**config.mk**
```make
export PLATFORM = sky130hd
export DESIGN_NAME = toggle_poll_ctrl
export DESIGN_NICKNAME = d
export VERILOG_FILES = /design/src/rtl/tpc_pkg.sv /design/src/rtl/tpc_reader.sv /design/src/rtl/tpc_judge.sv /design/src/rtl/tpc_pair_limit.sv /design/src/rtl/toggle_poll_ctrl.sv
export SDC_FILE = /design/constraint.sdc
export NUM_CORES = 1
export LEC_CHECK = 0
export BUFFER_PORTS_ARGS = -buffer_cell sky130_fd_sc_hd__buf_2
export CAP_MARGIN = 20
export CORE_MARGIN = 4
export CORE_UTILIZATION = 45
export DETAILED_ROUTE_END_ITERATION = 8
export PLACE_DENSITY = 0.68
export SYNTH_ARGS = -nofsm -noshare
export SYNTH_HDL_FRONTEND = slang
export SYNTH_HIERARCHICAL = 1
export SYNTH_SLANG_ARGS = --single-unit
```
**constraint.sdc**
```tcl
create_clock -name clk -period 2.97 [get_ports clk]
set_input_delay 0.594 -clock clk [delete_from_list [all_inputs] [get_ports clk]]
set_output_delay 0.594 -clock clk [all_outputs]
set_load 0.1 [all_outputs]
```
**src/rtl/tpc_pkg.sv**
```systemverilog
`timescale 1ns/1ps
package tpc_pkg;

  typedef enum logic [1:0] {
    ST_IDLE   = 2'd0,
    ST_FIRST  = 2'd1,
    ST_SECOND = 2'd2
  } tpc_state_e;

  typedef enum logic [1:0] {
    VD_PASS    = 2'd0,
    VD_FAIL    = 2'd1,
    VD_RETRY   = 2'd2,
    VD_CONFIRM = 2'd3
  } tpc_verdict_e;

endpackage

```
**src/rtl/tpc_reader.sv**
```systemverilog
`timescale 1ns/1ps
module tpc_reader #(
  parameter int ADDR_W  = 24,
  parameter int DATA_W  = 16,
  parameter int TOG_BIT = 6,
  parameter int ERR_BIT = 5
) (
  input  logic              clk,
  input  logic              rst,
  input  logic              go_i,
  input  logic [ADDR_W-1:0] addr_i,
  output logic              rd_req_o,
  output logic [ADDR_W-1:0] rd_addr_o,
  input  logic              rd_ack_i,
  input  logic [DATA_W-1:0] rd_data_i,
  output logic              tog_o,
  output logic              err_o,
  output logic              vld_o
);

  logic unused_data;
  assign unused_data = ^rd_data_i;

  always_ff @(posedge clk) begin
    if (rst) begin
      rd_req_o  <= 1'b0;
      rd_addr_o <= '0;
      tog_o     <= 1'b0;
      err_o     <= 1'b0;
      vld_o     <= 1'b0;
    end else begin
      vld_o <= 1'b0;
      if (rd_req_o && rd_ack_i) begin
        rd_req_o <= 1'b0;
        tog_o    <= rd_data_i[TOG_BIT];
        err_o    <= rd_data_i[ERR_BIT];
        vld_o    <= 1'b1;
      end else if (go_i && !rd_req_o) begin
        rd_req_o  <= 1'b1;
        rd_addr_o <= addr_i;
      end
    end
  end

  // A pending read keeps its request and address until acknowledged.
  assert_req_hold_R2: assert property (@(posedge clk) disable iff (rst)
    (rd_req_o && !rd_ack_i) |=> (rd_req_o && $stable(rd_addr_o)));

  // Data is only reported for a read that was actually acknowledged.
  assert_vld_after_ack_R2: assert property (@(posedge clk) disable iff (rst)
    vld_o |-> (!rd_req_o && $past(rd_ack_i)));

endmodule

```
**src/rtl/tpc_judge.sv**
```systemverilog
`timescale 1ns/1ps
module tpc_judge
  import tpc_pkg::*;
(
  input  logic         tog_a_i,
  input  logic         tog_b_i,
  input  logic         err_b_i,
  input  logic         confirm_i,
  input  logic         limit_last_i,
  output tpc_verdict_e verdict_o
);

  logic toggled;
  assign toggled = tog_a_i ^ tog_b_i;

  always_comb begin
    if (!toggled)          verdict_o = VD_PASS;
    else if (confirm_i)    verdict_o = VD_FAIL;
    else if (err_b_i)      verdict_o = VD_CONFIRM;
    else if (limit_last_i) verdict_o = VD_FAIL;
    else                   verdict_o = VD_RETRY;
  end

endmodule

```
**src/rtl/tpc_pair_limit.sv**
```systemverilog
`timescale 1ns/1ps
module tpc_pair_limit #(
  parameter int MAX_PAIRS = 1024,
  parameter bit LIMIT_EN  = 1'b1
) (
  input  logic clk,
  input  logic rst,
  input  logic clear_i,
  input  logic bump_i,
  output logic last_o
);

  localparam int CW = (MAX_PAIRS > 1) ? $clog2(MAX_PAIRS) : 1;
  localparam logic [CW-1:0] LAST = CW'(MAX_PAIRS - 1);

  generate
    if (LIMIT_EN) begin : g_limit
      logic [CW-1:0] cnt;

      always_ff @(posedge clk) begin
        if (rst || clear_i)           cnt <= '0;
        else if (bump_i && !last_o)   cnt <= cnt + 1'b1;
      end

      assign last_o = (cnt == LAST);

      // No retry is granted once the last permitted pair has been used.
      assert_no_bump_at_last_R8: assert property (@(posedge clk) disable iff (rst)
        (last_o && !clear_i) |=> (cnt == LAST || $past(clear_i)));
    end else begin : g_nolimit
      logic unused_in;
      assign unused_in = clear_i ^ bump_i ^ clk ^ rst;
      assign last_o = 1'b0;
    end
  endgenerate

endmodule

```
**src/rtl/toggle_poll_ctrl.sv**
```systemverilog
`timescale 1ns/1ps
module toggle_poll_ctrl
  import tpc_pkg::*;
#(
  parameter int ADDR_W    = 24,
  parameter int DATA_W    = 16,
  parameter int TOG_BIT   = 6,
  parameter int ERR_BIT   = 5,
  parameter bit LIMIT_EN  = 1'b1,
  parameter int MAX_PAIRS = 1024
) (
  input  logic              clk,
  input  logic              rst,
  input  logic              start_i,
  input  logic [ADDR_W-1:0] addr_i,
  output logic              rd_req_o,
  output logic [ADDR_W-1:0] rd_addr_o,
  input  logic              rd_ack_i,
  input  logic [DATA_W-1:0] rd_data_i,
  output logic              done_o,
  output logic              pass_o,
  output logic              fail_o
);

  tpc_state_e   state;
  tpc_verdict_e verdict;
  logic [ADDR_W-1:0] addr_q;
  logic [ADDR_W-1:0] go_addr;
  logic confirm_q;
  logic tog_a_q;
  logic s_tog, s_err, s_vld;
  logic go, accept, bump, limit_last, pair_end;

  assign accept   = (state == ST_IDLE) && start_i;
  assign pair_end = (state == ST_SECOND) && s_vld;
  assign bump     = pair_end && (verdict == VD_RETRY);
  assign go_addr  = (state == ST_IDLE) ? addr_i : addr_q;
  assign go       = accept
                  || ((state == ST_FIRST) && s_vld)
                  || (pair_end && (verdict == VD_RETRY || verdict == VD_CONFIRM));

  tpc_reader #(
    .ADDR_W (ADDR_W),
    .DATA_W (DATA_W),
    .TOG_BIT(TOG_BIT),
    .ERR_BIT(ERR_BIT)
  ) u_reader (
    .clk      (clk),
    .rst      (rst),
    .go_i     (go),
    .addr_i   (go_addr),
    .rd_req_o (rd_req_o),
    .rd_addr_o(rd_addr_o),
    .rd_ack_i (rd_ack_i),
    .rd_data_i(rd_data_i),
    .tog_o    (s_tog),
    .err_o    (s_err),
    .vld_o    (s_vld)
  );

  tpc_judge u_judge (
    .tog_a_i     (tog_a_q),
    .tog_b_i     (s_tog),
    .err_b_i     (s_err),
    .confirm_i   (confirm_q),
    .limit_last_i(limit_last),
    .verdict_o   (verdict)
  );

  tpc_pair_limit #(
    .MAX_PAIRS(MAX_PAIRS),
    .LIMIT_EN (LIMIT_EN)
  ) u_limit (
    .clk    (clk),
    .rst    (rst),
    .clear_i(accept),
    .bump_i (bump),
    .last_o (limit_last)
  );

  always_ff @(posedge clk) begin
    if (rst) begin
      state     <= ST_IDLE;
      addr_q    <= '0;
      confirm_q <= 1'b0;
      tog_a_q   <= 1'b0;
      done_o    <= 1'b0;
      pass_o    <= 1'b0;
      fail_o    <= 1'b0;
    end else begin
      done_o <= 1'b0;
      pass_o <= 1'b0;
      fail_o <= 1'b0;
      case (state)
        ST_IDLE: begin
          if (start_i) begin
            addr_q    <= addr_i;
            confirm_q <= 1'b0;
            state     <= ST_FIRST;
          end
        end
        ST_FIRST: begin
          if (s_vld) begin
            tog_a_q <= s_tog;
            state   <= ST_SECOND;
          end
        end
        ST_SECOND: begin
          if (s_vld) begin
            case (verdict)
              VD_PASS: begin
                done_o <= 1'b1;
                pass_o <= 1'b1;
                state  <= ST_IDLE;
              end
              VD_FAIL: begin
                done_o <= 1'b1;
                fail_o <= 1'b1;
                state  <= ST_IDLE;
              end
              VD_CONFIRM: begin
                confirm_q <= 1'b1;
                state     <= ST_FIRST;
              end
              default: state <= ST_FIRST;
            endcase
          end
        end
        default: state <= ST_IDLE;
      endcase
    end
  end

  // Completion carries exactly one verdict.
  assert_one_verdict_R6: assert property (@(posedge clk) disable iff (rst)
    done_o |-> (pass_o ^ fail_o));

  // Verdict flags never appear outside the completion pulse.
  assert_verdict_gated_R6: assert property (@(posedge clk) disable iff (rst)
    (pass_o || fail_o) |-> done_o);

  // Completion lasts a single cycle.
  assert_done_pulse_R6: assert property (@(posedge clk) disable iff (rst)
    done_o |=> !done_o);

  // No read is pending while idle.
  assert_idle_quiet_R2: assert property (@(posedge clk) disable iff (rst)
    (state == ST_IDLE) |-> !rd_req_o);

  // Reads always target the captured address.
  assert_read_addr_R2: assert property (@(posedge clk) disable iff (rst)
    rd_req_o |-> (rd_addr_o == addr_q));

  // A start while busy leaves the captured address alone.
  assert_busy_start_ignored_R7: assert property (@(posedge clk) disable iff (rst)
    (state != ST_IDLE && start_i) |=> $stable(addr_q));

  // A confirming pair can only follow a pair that saw the error bit.
  assert_confirm_source_R5: assert property (@(posedge clk) disable iff (rst)
    $rose(confirm_q) |-> $past(s_err && s_vld));

endmodule

```
==> implementation parameters <==
Parameter                              Value

Logic synthesis
  Number of instances in the synthesized netlist ... 359
  Basic-gate share of the synthesized area counting and, or, nand and nor cells ... 27.4%
  Proportion of synthesized flip-flops having asynchronous set or reset ... 0%
  Post-Synth XOR/XNOR Area ... 0.250%
  Cell Area, Synth ... 3500 sq um
  Total nets after synthesis ... 404
  Most common flop cell mapped by yosys ... sky130_fd_sc_hd__dfxtp_1
  Largest area contributor in the netlist ... sky130_fd_sc_hd__dfxtp_1
  Sequential share of the synthesized area ... 39.5%
  Synthesis warning total ... 6
  Dominant cells by area after synthesis ... sky130_fd_sc_hd__dfxtp_1, sky130_fd_sc_hd__mux2_2, sky130_fd_sc_hd__nand4bb_1
  Adder-Cell Fraction of Synth Area ... 0.358%
  Number of distinct library cells after synthesis ... 53
  Synthesized-area fraction occupied by ao, oa, aoi and oai cells ... between 10% and 20%
  Number of flops mapped to enable cells by yosys ... 0
  Multiplexer share of the synthesized area ... under 10%
  Top-area cell type share of the netlist area ... 39.5%
  Mean post-synth cell area ... 9.74 sq um
  Synthesis-stage register bit count ... 69
  Largest family of logic cells by synthesized area ... simple AND/OR/NAND/NOR gates

STA
  Final slew viol count ... 0
  Worst hold slack across all endpoints ... 0.457 ns
  Slack of the critical path ... 0.329 ns
  Transition time of the tightest slew-check pin ... 0.624 ns
  RSZ-0062 raised after global routing ... false
  Worst rel slew slack ... 58.3%
  Final clock skew ... 0.00873 ns
  Total Negative Setup Slacks ... 0 ns
  Share of the cycle needed by the critical path after routing ... 88.9%
  Crit path time final ... between 2 and 3 ns
  Maximum frequency from static timing analysis ... roughly 380 MHz
  Setup violators final ... 0
  Number of hold violations in the final report ... 0

GRT
  First-pass GRT wire length ... 12300 um
  Maximum number of pins on one net before global-route repair ... 40
  Number of global-route vias before repair ... 2605
  Antenna violations before repair ... 0
  Remaining Overflow, GRT ... 0
  Tot GR Track Use ... 16.8%

Placed design
  Post-DP HPWL ... 4790 um
  Worst setup slack before clock tree synthesis ... between 0.2 and 0.3 ns
  PortBufs ... 57
  Placed cell areas ... 3780 sq um
  Gp weighted congestion ... 0.781

Detailed routing
  Wirelength per Cell ... roughly 15 um
  Initial drt markers ... 117
  Routed Wire Length ... 7480 um
  Remaining routing DRC violations ... 0
  Number of vias after detailed routing ... 2684
  Count of nets left with antenna violations after detail routing ... 0
  Vias per cell ... 5.25
  Total iterations of the first detailed-routing run ... 4

Clock tree
  # clock sinks ... 69
  Post CTS Setup Buffer Count ... 0
  CTS root buf ... sky130_fd_sc_hd__clkbuf_8
  Clock insertion delay at the later pin of the skew report ... 0.33 ns
  Number of buffers created by CTS ... 9
  CTS clock-pin slew for the worst setup and hold paths ... 0.08 ns
  Hold_buf cts ... 0
  Number of levels the H-tree was split into ... 3
  Number of buffers on the longest clock path ... 2
  Clock tree from TritonCTS ... built

Finish
  Final net count ... 452
  Share of post-route cells with drive strength above 1 ... 40.5%
  Post-route cell area ... 4000 sq um
  Antenna diodes ... 0
  Final core utilization ... approximately 54%
  Signed area change from the synthesized netlist to the final layout ... 14.2%

Worst setup path
  Path depth of the worst reg2reg path ... 10
  Required time worst endpoint ... 3.24 ns
  Reg2Reg Setup Slack ... 0.33 ns
  Category of the worst setup path launch point ... register
  CP endpoint ... u_limit/g_limit.cnt[7]
  Signal arrival time at the worst endpoint ... 2.91 ns
  Crit-path max FO ... 7
  Worst reg2reg endpoint ... u_limit/g_limit.cnt[7]
  Startpoint of the worst-slack reg-to-reg timing path ... u_limit/g_limit.cnt[0]
  Capturing element type of the critical path ... register
  Setup CP Type ... register to register
  Startpoint of the most critical setup path ... u_limit/g_limit.cnt[0]

Die
  Top-Level Pins ... 72
  Area of the placeable core ... 7410 sq um
  Die Outline Area ... 9250 sq um
  Height of the die ... 96.2 um
  Width of the die ... between 90 and 100 um
  Effective utilization at floorplan ... a little under half
  Total number of placement rows ... 31

Worst hold path
  Classification of the worst-slack hold path ... register to register

Power and ir drop
  Worst IR drop on VDD ... 258 uV
  Static leakage ... 1.51 nW
  Ratio of total power to cell area ... 580 nW/um^2

Run
  Maxcap violations ... 0

Run status
  Status ... completed
how the worst min path moves through the flow:
stage / depth (start not counted) / from / slack, ns / to
2_1_floorplan: 2 / addr_q[18] / 0.43 / addr_q[18]
3_3_place_gp: 2 / addr_q[23] / 0.44 / addr_q[23]
3_5_place_dp: 2 / addr_q[20] / 0.45 / addr_q[20]
4_1_cts: 2 / addr_q[20] / 0.46 / addr_q[20]
5_1_grt: 2 / addr_q[20] / 0.49 / addr_q[20]
6_report: 2 / addr_q[20] / 0.46 / addr_q[20]
per-stage QoR:
step                cells  total power, W
finish                511         0.00232
global route          511         0.00241
CTS                   511         0.00234
detailed placement    495         0.00154
global placement      495         0.00153
floorplan             359         0.00145
critical path, cell delays in order (launching register included):
cell,delay (ns)
sky130_fd_sc_hd__dfxtp_1,0.34
sky130_fd_sc_hd__ha_1,0.23
sky130_fd_sc_hd__and2_2,0.25
sky130_fd_sc_hd__and3_2,0.20
sky130_fd_sc_hd__nor2b_1,0.14
sky130_fd_sc_hd__nor3_2,0.17
sky130_fd_sc_hd__nand4b_1,0.17
sky130_fd_sc_hd__nor2_2,0.23
sky130_fd_sc_hd__nand4_1,0.25
sky130_fd_sc_hd__a2111oi_4,0.40
sky130_fd_sc_hd__mux2i_1,0.21
placed cells by master, fill, tap and decap left out, types with 3 or more instances in the layout:
cell type and instances:
sky130_fd_sc_hd__nand4bb_1 24, sky130_fd_sc_hd__nand2b_1 26, sky130_fd_sc_hd__nand3_1 3, sky130_fd_sc_hd__mux2_2 24
sky130_fd_sc_hd__buf_2 57, sky130_fd_sc_hd__nor3_1 5, sky130_fd_sc_hd__o21ai_2 21, sky130_fd_sc_hd__dfxtp_1 69
sky130_fd_sc_hd__or3_1 3, sky130_fd_sc_hd__nand2_1 51, sky130_fd_sc_hd__a211oi_1 4, sky130_fd_sc_hd__a21oi_2 19
sky130_fd_sc_hd__a31oi_1 6, sky130_fd_sc_hd__mux2i_1 7, sky130_fd_sc_hd__buf_4 5, sky130_fd_sc_hd__o21ai_1 4
sky130_fd_sc_hd__nand2_2 10, sky130_fd_sc_hd__inv_1 4, sky130_fd_sc_hd__clkbuf_8 12, sky130_fd_sc_hd__nor2_1 6
sky130_fd_sc_hd__a21oi_1 9, sky130_fd_sc_hd__nor2_2 3
cell families after synthesis:
family | after synthesis
buf+inv | 32
mux | 31
compound gates | 71
flops | 69
fa+ha+maj | 1
simple gates | 154
xor+xnor | 1
power breakdown:
group | total (W) | internal (W) | switching, W
clock | 0.000805 | 0.000456 | 0.000349
combinational | 0.000510 | 0.000151 | 0.000358
sequential | 0.00100 | 0.000975 | 0.0000285
state kept, by name (all words and copies together) (netlist names):
register and count:
addr_q 24, u_reader/rd_req_o 1, confirm_q 1, u_limit/g_limit.cnt 10, done_o 1, fail_o 1
u_reader/rd_addr_o 24, state 2, tog_a_q 1, u_reader/err_o 1, u_reader/tog_o 1, u_reader/vld_o 1
pass_o 1
repair_timing:
action	CTS	global route
gates resized for setup	0	1
setup endpoints to repair	0	1
endpoints found under the hold margin	0	0
synth_stat cells (8+ instances only):
cell type	n
sky130_fd_sc_hd__nand4bb_1	24
sky130_fd_sc_hd__dfxtp_1	69
sky130_fd_sc_hd__o21ai_2	20
sky130_fd_sc_hd__nand2_1	51
sky130_fd_sc_hd__nand2b_1	26
sky130_fd_sc_hd__nor2_1	8
sky130_fd_sc_hd__clkbuf_1	8
sky130_fd_sc_hd__a21oi_2	19
sky130_fd_sc_hd__nand2_2	10
sky130_fd_sc_hd__mux2_2	24
sky130_fd_sc_hd__a21oi_1	9
layout make-up:
cell class | instances | area, sq um
well taps | 99 | 124
flip-flops and latches | 69 | 1380
clock buffers | 13 | 169
clock inverters | 3 | 42.5
repair buffers | 64 | 363
fillers | 682 | 3410
multi-input cells | 258 | 1890
inverters | 5 | 23.8
routing by layer:
metal,vias to the layer above,share of wire (%),track usage (%)
met4,0,0.94,6.40
met1,1260,48,22.4
met3,8,4.5,3.28
met5,-,0,0
met2,55,46,26.6
li1,1361,-,-
(Power assumes the default switching activity.)
